**src/rtl/pll_nm_enum_pkg.sv**
```systemverilog
package pll_nm_enum_pkg;
  typedef enum logic [3:0] {
    ST_IDLE, ST_NLO, ST_NHI, ST_NCHK, ST_FINT, ST_MLO,
    ST_MWIN, ST_MDCO, ST_MCHK, ST_OFFER, ST_NSTEP, ST_DONE
  } walk_st_e;
endpackage

```
**src/rtl/pll_div_seq.sv**
```systemverilog
module pll_div_seq #(
  parameter int W = 32
) (
  input  logic         clk_i,
  input  logic         rst_ni,
  input  logic         start_i,
  input  logic [W-1:0] num_i,
  input  logic [W-1:0] den_i,
  output logic         busy_o,
  output logic         done_o,
  output logic [W-1:0] quo_o,
  output logic [W-1:0] rem_o
);
  localparam int CW = $clog2(W + 1);

  logic          run_q, done_q;
  logic [CW-1:0] cnt_q;
  logic [W-1:0]  quo_q, rem_q, den_q;
  logic [W:0]    sh, sub;
  logic          ge;

  always_comb begin
    sh  = {rem_q, quo_q[W-1]};
    ge  = sh >= {1'b0, den_q};
    sub = sh - {1'b0, den_q};
  end

  always_ff @(posedge clk_i or negedge rst_ni) begin
    if (!rst_ni) begin
      run_q  <= 1'b0;
      done_q <= 1'b0;
      cnt_q  <= '0;
      quo_q  <= '0;
      rem_q  <= '0;
      den_q  <= '0;
    end else begin
      done_q <= 1'b0;
      if (start_i && !run_q) begin
        run_q <= 1'b1;
        cnt_q <= '0;
        quo_q <= num_i;
        rem_q <= '0;
        den_q <= den_i;
      end else if (run_q) begin
        quo_q <= {quo_q[W-2:0], ge};
        rem_q <= ge ? sub[W-1:0] : sh[W-1:0];
        cnt_q <= cnt_q + 1'b1;
        if (cnt_q == CW'(W - 1)) begin
          run_q  <= 1'b0;
          done_q <= 1'b1;
        end
      end
    end
  end

  assign busy_o = run_q;
  assign done_o = done_q;
  assign quo_o  = quo_q;
  assign rem_o  = rem_q;
endmodule

```
**src/rtl/pll_walk_ctr.sv**
```systemverilog
module pll_walk_ctr #(
  parameter int W = 8
) (
  input  logic         clk_i,
  input  logic         rst_ni,
  input  logic         load_i,
  input  logic         step_i,
  input  logic         rev_i,
  input  logic [W-1:0] lo_i,
  input  logic [W-1:0] hi_i,
  output logic [W-1:0] cur_o,
  output logic         last_o
);
  logic [W-1:0] cur_q, end_q;
  logic         rev_q;

  always_ff @(posedge clk_i or negedge rst_ni) begin
    if (!rst_ni) begin
      cur_q <= '0;
      end_q <= '0;
      rev_q <= 1'b0;
    end else if (load_i) begin
      cur_q <= rev_i ? hi_i : lo_i;
      end_q <= rev_i ? lo_i : hi_i;
      rev_q <= rev_i;
    end else if (step_i) begin
      cur_q <= rev_q ? cur_q - 1'b1 : cur_q + 1'b1;
    end
  end

  assign cur_o  = cur_q;
  assign last_o = cur_q == end_q;
endmodule

```
**src/rtl/pll_nm_enum.sv**
```systemverilog
module pll_nm_enum
  import pll_nm_enum_pkg::*;
#(
  parameter int FW = 32,
  parameter int NW = 8,
  parameter int MW = 12
) (
  input  logic          clk_i,
  input  logic          rst_ni,
  input  logic          start_i,
  input  logic          rev_i,
  input  logic [FW-1:0] ref_i,
  input  logic [FW-1:0] fint_min_i,
  input  logic [FW-1:0] fint_max_i,
  input  logic [FW-1:0] dco_max_i,
  input  logic [FW-1:0] win_min_i,
  input  logic [FW-1:0] win_max_i,
  input  logic [NW-1:0] n_max_i,
  input  logic [MW-1:0] m_max_i,
  output logic          busy_o,
  output logic          cand_valid_o,
  input  logic          cand_ready_i,
  input  logic          cand_accept_i,
  output logic [NW-1:0] cand_n_o,
  output logic [MW-1:0] cand_m_o,
  output logic [FW-1:0] cand_fint_o,
  output logic [FW-1:0] cand_dco_o,
  output logic          done_o,
  output logic          found_o,
  output logic [NW-1:0] res_n_o,
  output logic [MW-1:0] res_m_o,
  output logic [FW-1:0] res_fint_o,
  output logic [FW-1:0] res_dco_o
);
  localparam int PW = FW + MW + 1;

  walk_st_e st_q;

  logic [FW-1:0] cfg_ref_q, cfg_fmin_q, cfg_fmax_q, cfg_dco_max_q;
  logic [FW-1:0] cfg_wmin_q, cfg_wmax_q;
  logic [NW-1:0] cfg_nmax_q;
  logic [MW-1:0] cfg_mmax_q;
  logic          cfg_rev_q;

  logic [FW-1:0] nlo_q, nhi_q, fint_q, mlo_q, mwin_q, mhi_q;
  logic          found_q, issued_q;
  logic [NW-1:0] res_n_q;
  logic [MW-1:0] res_m_q;
  logic [FW-1:0] res_fint_q, res_dco_q;

  logic          div_start, div_busy, div_done, in_div;
  logic [FW-1:0] div_num, div_den, div_quo, div_rem, q_ceil;
  logic [FW:0]   ceil_half;
  logic [FW-1:0] mlo_nxt, mhi_nxt, mdco_half;

  logic          n_load, n_step, n_last, m_load, m_step, m_last;
  logic [NW-1:0] n_cur;
  logic [MW-1:0] m_cur;
  logic [PW-1:0] dco_full;
  logic          take, n_empty, m_empty;

  // divider operand select
  always_comb begin
    div_num = cfg_ref_q;
    div_den = cfg_fmax_q;
    in_div  = 1'b0;
    unique case (st_q)
      ST_NLO:  in_div = 1'b1;
      ST_NHI:  begin in_div = 1'b1; div_den = cfg_fmin_q; end
      ST_FINT: begin in_div = 1'b1; div_den = FW'(n_cur); end
      ST_MLO:  begin in_div = 1'b1; div_num = cfg_wmin_q; div_den = fint_q; end
      ST_MWIN: begin in_div = cfg_wmax_q != '0; div_num = cfg_wmax_q; div_den = fint_q; end
      ST_MDCO: begin in_div = 1'b1; div_num = cfg_dco_max_q; div_den = fint_q; end
      default: ;
    endcase
  end

  assign div_start = in_div && !issued_q && !div_busy;

  pll_div_seq #(.W(FW)) u_div (
    .clk_i  (clk_i),
    .rst_ni (rst_ni),
    .start_i(div_start),
    .num_i  (div_num),
    .den_i  (div_den),
    .busy_o (div_busy),
    .done_o (div_done),
    .quo_o  (div_quo),
    .rem_o  (div_rem)
  );

  // bound arithmetic
  always_comb begin
    q_ceil    = div_quo + FW'(div_rem != '0);
    ceil_half = ({1'b0, q_ceil} + 1'b1) >> 1;
    mlo_nxt   = (ceil_half == '0) ? FW'(1) : ceil_half[FW-1:0];
    mdco_half = div_quo >> 1;
    mhi_nxt   = (mwin_q < mdco_half) ? mwin_q : mdco_half;
    if (FW'(cfg_mmax_q) < mhi_nxt) mhi_nxt = FW'(cfg_mmax_q);
  end

  assign n_empty = nlo_q > nhi_q;
  assign m_empty = mlo_q > mhi_q;
  assign take    = (st_q == ST_OFFER) && cand_ready_i;
  assign n_load  = (st_q == ST_NCHK) && !n_empty;
  assign n_step  = (st_q == ST_NSTEP) && !n_last;
  assign m_load  = (st_q == ST_MCHK) && !m_empty;
  assign m_step  = take && !cand_accept_i && !m_last;

  pll_walk_ctr #(.W(NW)) u_nctr (
    .clk_i (clk_i),
    .rst_ni(rst_ni),
    .load_i(n_load),
    .step_i(n_step),
    .rev_i (cfg_rev_q),
    .lo_i  (nlo_q[NW-1:0]),
    .hi_i  (nhi_q[NW-1:0]),
    .cur_o (n_cur),
    .last_o(n_last)
  );

  pll_walk_ctr #(.W(MW)) u_mctr (
    .clk_i (clk_i),
    .rst_ni(rst_ni),
    .load_i(m_load),
    .step_i(m_step),
    .rev_i (cfg_rev_q),
    .lo_i  (mlo_q[MW-1:0]),
    .hi_i  (mhi_q[MW-1:0]),
    .cur_o (m_cur),
    .last_o(m_last)
  );

  assign dco_full = ({{(PW-FW){1'b0}}, fint_q} * {{(PW-MW){1'b0}}, m_cur}) << 1;

  always_ff @(posedge clk_i or negedge rst_ni) begin
    if (!rst_ni) begin
      st_q          <= ST_IDLE;
      cfg_ref_q     <= '0;
      cfg_fmin_q    <= '0;
      cfg_fmax_q    <= '0;
      cfg_dco_max_q <= '0;
      cfg_wmin_q    <= '0;
      cfg_wmax_q    <= '0;
      cfg_nmax_q    <= '0;
      cfg_mmax_q    <= '0;
      cfg_rev_q     <= 1'b0;
      nlo_q         <= '0;
      nhi_q         <= '0;
      fint_q        <= '0;
      mlo_q         <= '0;
      mwin_q        <= '0;
      mhi_q         <= '0;
      issued_q      <= 1'b0;
      found_q       <= 1'b0;
      res_n_q       <= '0;
      res_m_q       <= '0;
      res_fint_q    <= '0;
      res_dco_q     <= '0;
    end else begin
      if (div_start) issued_q <= 1'b1;
      if (div_done)  issued_q <= 1'b0;
      unique case (st_q)
        ST_IDLE: if (start_i) begin
          cfg_ref_q     <= ref_i;
          cfg_fmin_q    <= fint_min_i;
          cfg_fmax_q    <= fint_max_i;
          cfg_dco_max_q <= dco_max_i;
          cfg_wmin_q    <= win_min_i;
          cfg_wmax_q    <= win_max_i;
          cfg_nmax_q    <= n_max_i;
          cfg_mmax_q    <= m_max_i;
          cfg_rev_q     <= rev_i;
          found_q       <= 1'b0;
          res_n_q       <= '0;
          res_m_q       <= '0;
          res_fint_q    <= '0;
          res_dco_q     <= '0;
          st_q          <= ST_NLO;
        end
        ST_NLO: if (div_done) begin
          nlo_q <= (q_ceil == '0) ? FW'(1) : q_ceil;
          st_q  <= ST_NHI;
        end
        ST_NHI: if (div_done) begin
          nhi_q <= (div_quo > FW'(cfg_nmax_q)) ? FW'(cfg_nmax_q) : div_quo;
          st_q  <= ST_NCHK;
        end
        ST_NCHK: st_q <= n_empty ? ST_DONE : ST_FINT;
        ST_FINT: if (div_done) begin
          fint_q <= div_quo;
          st_q   <= ST_MLO;
        end
        ST_MLO: if (div_done) begin
          mlo_q <= mlo_nxt;
          st_q  <= ST_MWIN;
        end
        ST_MWIN: begin
          if (cfg_wmax_q == '0) begin
            mwin_q <= '1;
            st_q   <= ST_MDCO;
          end else if (div_done) begin
            mwin_q <= div_quo >> 1;
            st_q   <= ST_MDCO;
          end
        end
        ST_MDCO: if (div_done) begin
          mhi_q <= mhi_nxt;
          st_q  <= ST_MCHK;
        end
        ST_MCHK: st_q <= m_empty ? ST_NSTEP : ST_OFFER;
        ST_OFFER: if (take) begin
          if (cand_accept_i) begin
            found_q    <= 1'b1;
            res_n_q    <= n_cur;
            res_m_q    <= m_cur;
            res_fint_q <= fint_q;
            res_dco_q  <= dco_full[FW-1:0];
            st_q       <= ST_DONE;
          end else if (m_last) begin
            st_q <= ST_NSTEP;
          end
        end
        ST_NSTEP: st_q <= n_last ? ST_DONE : ST_FINT;
        ST_DONE:  st_q <= ST_IDLE;
        default:  st_q <= ST_IDLE;
      endcase
    end
  end

  assign busy_o       = st_q != ST_IDLE;
  assign cand_valid_o = st_q == ST_OFFER;
  assign cand_n_o     = n_cur;
  assign cand_m_o     = m_cur;
  assign cand_fint_o  = fint_q;
  assign cand_dco_o   = dco_full[FW-1:0];
  assign done_o       = st_q == ST_DONE;
  assign found_o      = found_q;
  assign res_n_o      = res_n_q;
  assign res_m_o      = res_m_q;
  assign res_fint_o   = res_fint_q;
  assign res_dco_o    = res_dco_q;
endmodule

```
**config.mk**
```make
export PLATFORM = sky130hd
export DESIGN_NAME = pll_nm_enum
export DESIGN_NICKNAME = d
export VERILOG_FILES = /design/src/rtl/pll_nm_enum_pkg.sv /design/src/rtl/pll_div_seq.sv /design/src/rtl/pll_walk_ctr.sv /design/src/rtl/pll_nm_enum.sv
export SDC_FILE = /design/constraint.sdc
export NUM_CORES = 2
export LEC_CHECK = 0
export BUFFER_PORTS_ARGS = -buffer_cell sky130_fd_sc_hd__buf_2
export CAP_MARGIN = 20
export CELL_PAD_IN_SITES_DETAIL_PLACEMENT = 0
export CELL_PAD_IN_SITES_GLOBAL_PLACEMENT = 1
export CORE_UTILIZATION = 25
export DETAILED_ROUTE_END_ITERATION = 6
export PLACE_DENSITY_LB_ADDON = 0.1
export SLEW_MARGIN = 20
export SYNTH_ARGS = -nofsm -noshare
export SYNTH_HDL_FRONTEND = slang
export SYNTH_SLANG_ARGS = --single-unit
```
**constraint.sdc**
```tcl
create_clock -name clk_i -period 6.38 [get_ports clk_i]
set_input_delay 0.638 -clock clk_i [delete_from_list [all_inputs] [get_ports clk_i]]
set_output_delay 0.638 -clock clk_i [all_outputs]
set_load 0.1 [all_outputs]
```
==> results_dict.tcl <==
set metrics [dict create \
    status "finished with violations" \
    violations "negative setup slack" \
    vias 34300 \
    area_growth_pct 24.4 \
    ys.flop_type "dfrtp_1" \
    dieHeight_um 418 \
    final_common_cell "dfrtp_1" \
    maxSlewViolCount 0 \
    hold_class "in2reg" \
    coreArea_um2 172000 \
    io_pins 390 \
    grt_pass1_vias 36000 \
    rows 152 \
    wl_um 170000 \
    syn_inst 4524 \
    ys_async_sr_fraction_pct 100 \
    track_usage_pct 19.5 \
    htreeDepth 3 \
    drc 0 \
    cp-end-kind "primary output" \
    start_util_pct 25.2 \
    max-clock-path-buffers 3 \
    setup_tns_ns -4.89 \
    mostFrequentLayoutCells "602 x dfrtp_1, 571 x nand2_1, 411 x inv_1, 368 x buf_2, 292 x mux2_2" \
    numClockSinks 640 \
    ys_seq_area_share_pct 37.1 \
    drtIter0Drc 1700 \
    die_x_um 418 \
    drive_gt1_share_pct 26.8 \
    ys_seq_elements 640 \
    portBuffers 387 \
    cts_root_buf "clkbuf_16" \
    fmax_mhz 143 \
    cts_made_buffers 85 \
    firstDrtPassIters 7 \
    yosys.area.top_type_share_pct 37.1 \
    final_nets 5668 \
    ant_nets 0 \
    fin_area_um2 53700 \
    layout.cells.non_filler 7382 \
    syn_area_um2 43200 \
    grt_max_degree 142 \
    place.gp.congestion 0.827 \
    final_hold_viol_count 0 \
    dieArea_um2 174000 \
    rsz0062_at_grt "true" \
    path_clk_slew_ns 0.06 \
    worst_pin_slew_ns 1.16 \
    crit_required_ns 5.74 \
    cts_tree "built" \
    start_kind "register" \
    post-route-period-util_pct 110 \
    max_cap_viol_count 0 \
    setup_viol 17 \
    overflow 0 \
    ys_types 91 \
    synth.avg_cell_area_um2 9.55 \
    routedWlPerCell_um 23.1 \
    fin_crit_ns 7.01 \
    synth_area_leaders "dfrtp_1 37%, fa_1 11%, mux2_2 7.6%, ha_1 6.2%, nand2_1 5.2%" \
    slew_headroom_pct 22.0 \
    vias_per_cell 4.65 \
    finalClockSkew_ns 0.0721 \
    yosysWarnings 0 \
    cp_max_fo 4 \
    clk-insertion-delay-late_ns 0.75 \
    grt_pass1_wl_um 253000 \
    arrival_ns 6.37 \
    placed_cells 7182 \
    antenna_found_initial 33 \
    synth_top_cell_by_area "dfrtp_1" \
    worstSetupPathType "reg2out" \
    setup_slack_ns -0.625 \
    dpl.hpwl_um 130000 \
    synth-edff-count 0 \
    place_area_um2 50000 \
]
==> what timing repair did <==
item	in CTS	in global routing
gates resized for setup	95	33
hold endpoints to repair	46	0
setup buffers	35	12
pin swaps	67	27
endpoints found under the setup margin	19	17
hold buffers	1	0
==> area by class of cell <==
cell class                 count  area (µm²)
clock inverter                26         490
timing repair buffer         670        4620
inverter                     446        1680
clock buffer                 124        2430
antenna                        5        12.5
multi-input combinational   3161       25500
tap                         2310        2890
fill                       18100      118000
sequential                   640       16100
==> final timing paths <==
check,slack [ns],startpoint,end,depth (start not counted)
max in group asynchronous,4.53,rst_ni,u_div.den_q[17],3
min reg2reg,0.47,res_dco_o[5],res_dco_o[5],2
max,-0.63,cand_fint_o[7],cand_dco_o[31],21
max reg2reg,0.55,cand_fint_o[7],res_dco_o[29],23
min,0.12,m_max_i[2],cfg_mmax_q[2],3
min in group asynchronous,0.47,rst_ni,u_mctr.cur_o[2],2
==> critical path, stage by stage (launching register included) <==
cell and delay [ns]:
dfrtp_4 0.50, buf_12 0.14, and2_4 0.15, fa_1 0.55
fa_1 0.45, fa_1 0.53, fa_1 0.49, inv_1 0.05
fa_1 0.54, inv_2 0.05, ha_4 0.23, nand3_4 0.09
o22ai_2 0.08, o21a_1 0.20, a311oi_4 0.30, buf_12 0.16
nor2_4 0.05, o31ai_2 0.22, buf_4 0.17, a21oi_4 0.06
a311o_2 0.44, buf_12 0.18
==> Yosys cell counts, types with 36 or more instances <==
master	n
dfrtp_1	640
nand2_1	604
inv_1	442
mux2_2	292
nor2_1	264
clkbuf_1	232
fa_1	232
o21ai_0	229
ha_1	214
a21oi_1	199
xnor2_1	128
and2_1	100
a21o_1	70
mux2i_1	68
nor3_1	66
nand3_1	52
nand4_1	52
nor4_1	51
a211oi_1	50
a31oi_1	41
xor2_1	37
nor2b_1	36
o22ai_1	36
==> routing by layer <==
metal	share of wire, %	up-vias	global-route usage [%]
li1	-	16300	-
met1	46	17200	26.0
met2	48	582	32.9
met3	4.0	206	3.50
met4	1.8	54	3.79
met5	0.21	-	0
==> cells by family after synthesis <==
family          count (synthesis)  synth area share, %
buf+inv                       724                 6.53
other cells                     1              0.00868
fa+ha+maj                     446                 16.9
xor+xnor                      167                 3.42
compound gates                846                 12.4
flops                         640                 37.1
mux                           361                 9.22
simple gates                 1339                 14.5
==> through the flow <==
step           worst slack, ns  util (%)  hold slack (ns)
2_1_floorplan           -0.257         -            0.342
3_3_place_gp           -0.0107      29.1            0.458
3_5_place_dp           -0.0343      29.1            0.465
4_1_cts                 -0.693      31.2           0.0540
5_1_grt                 -0.863      31.3           0.0780
6_report                -0.625      31.3            0.120
Power is not shown: default switching activity piles up to over one toggle a cycle in this logic, so the estimate is an artifact.
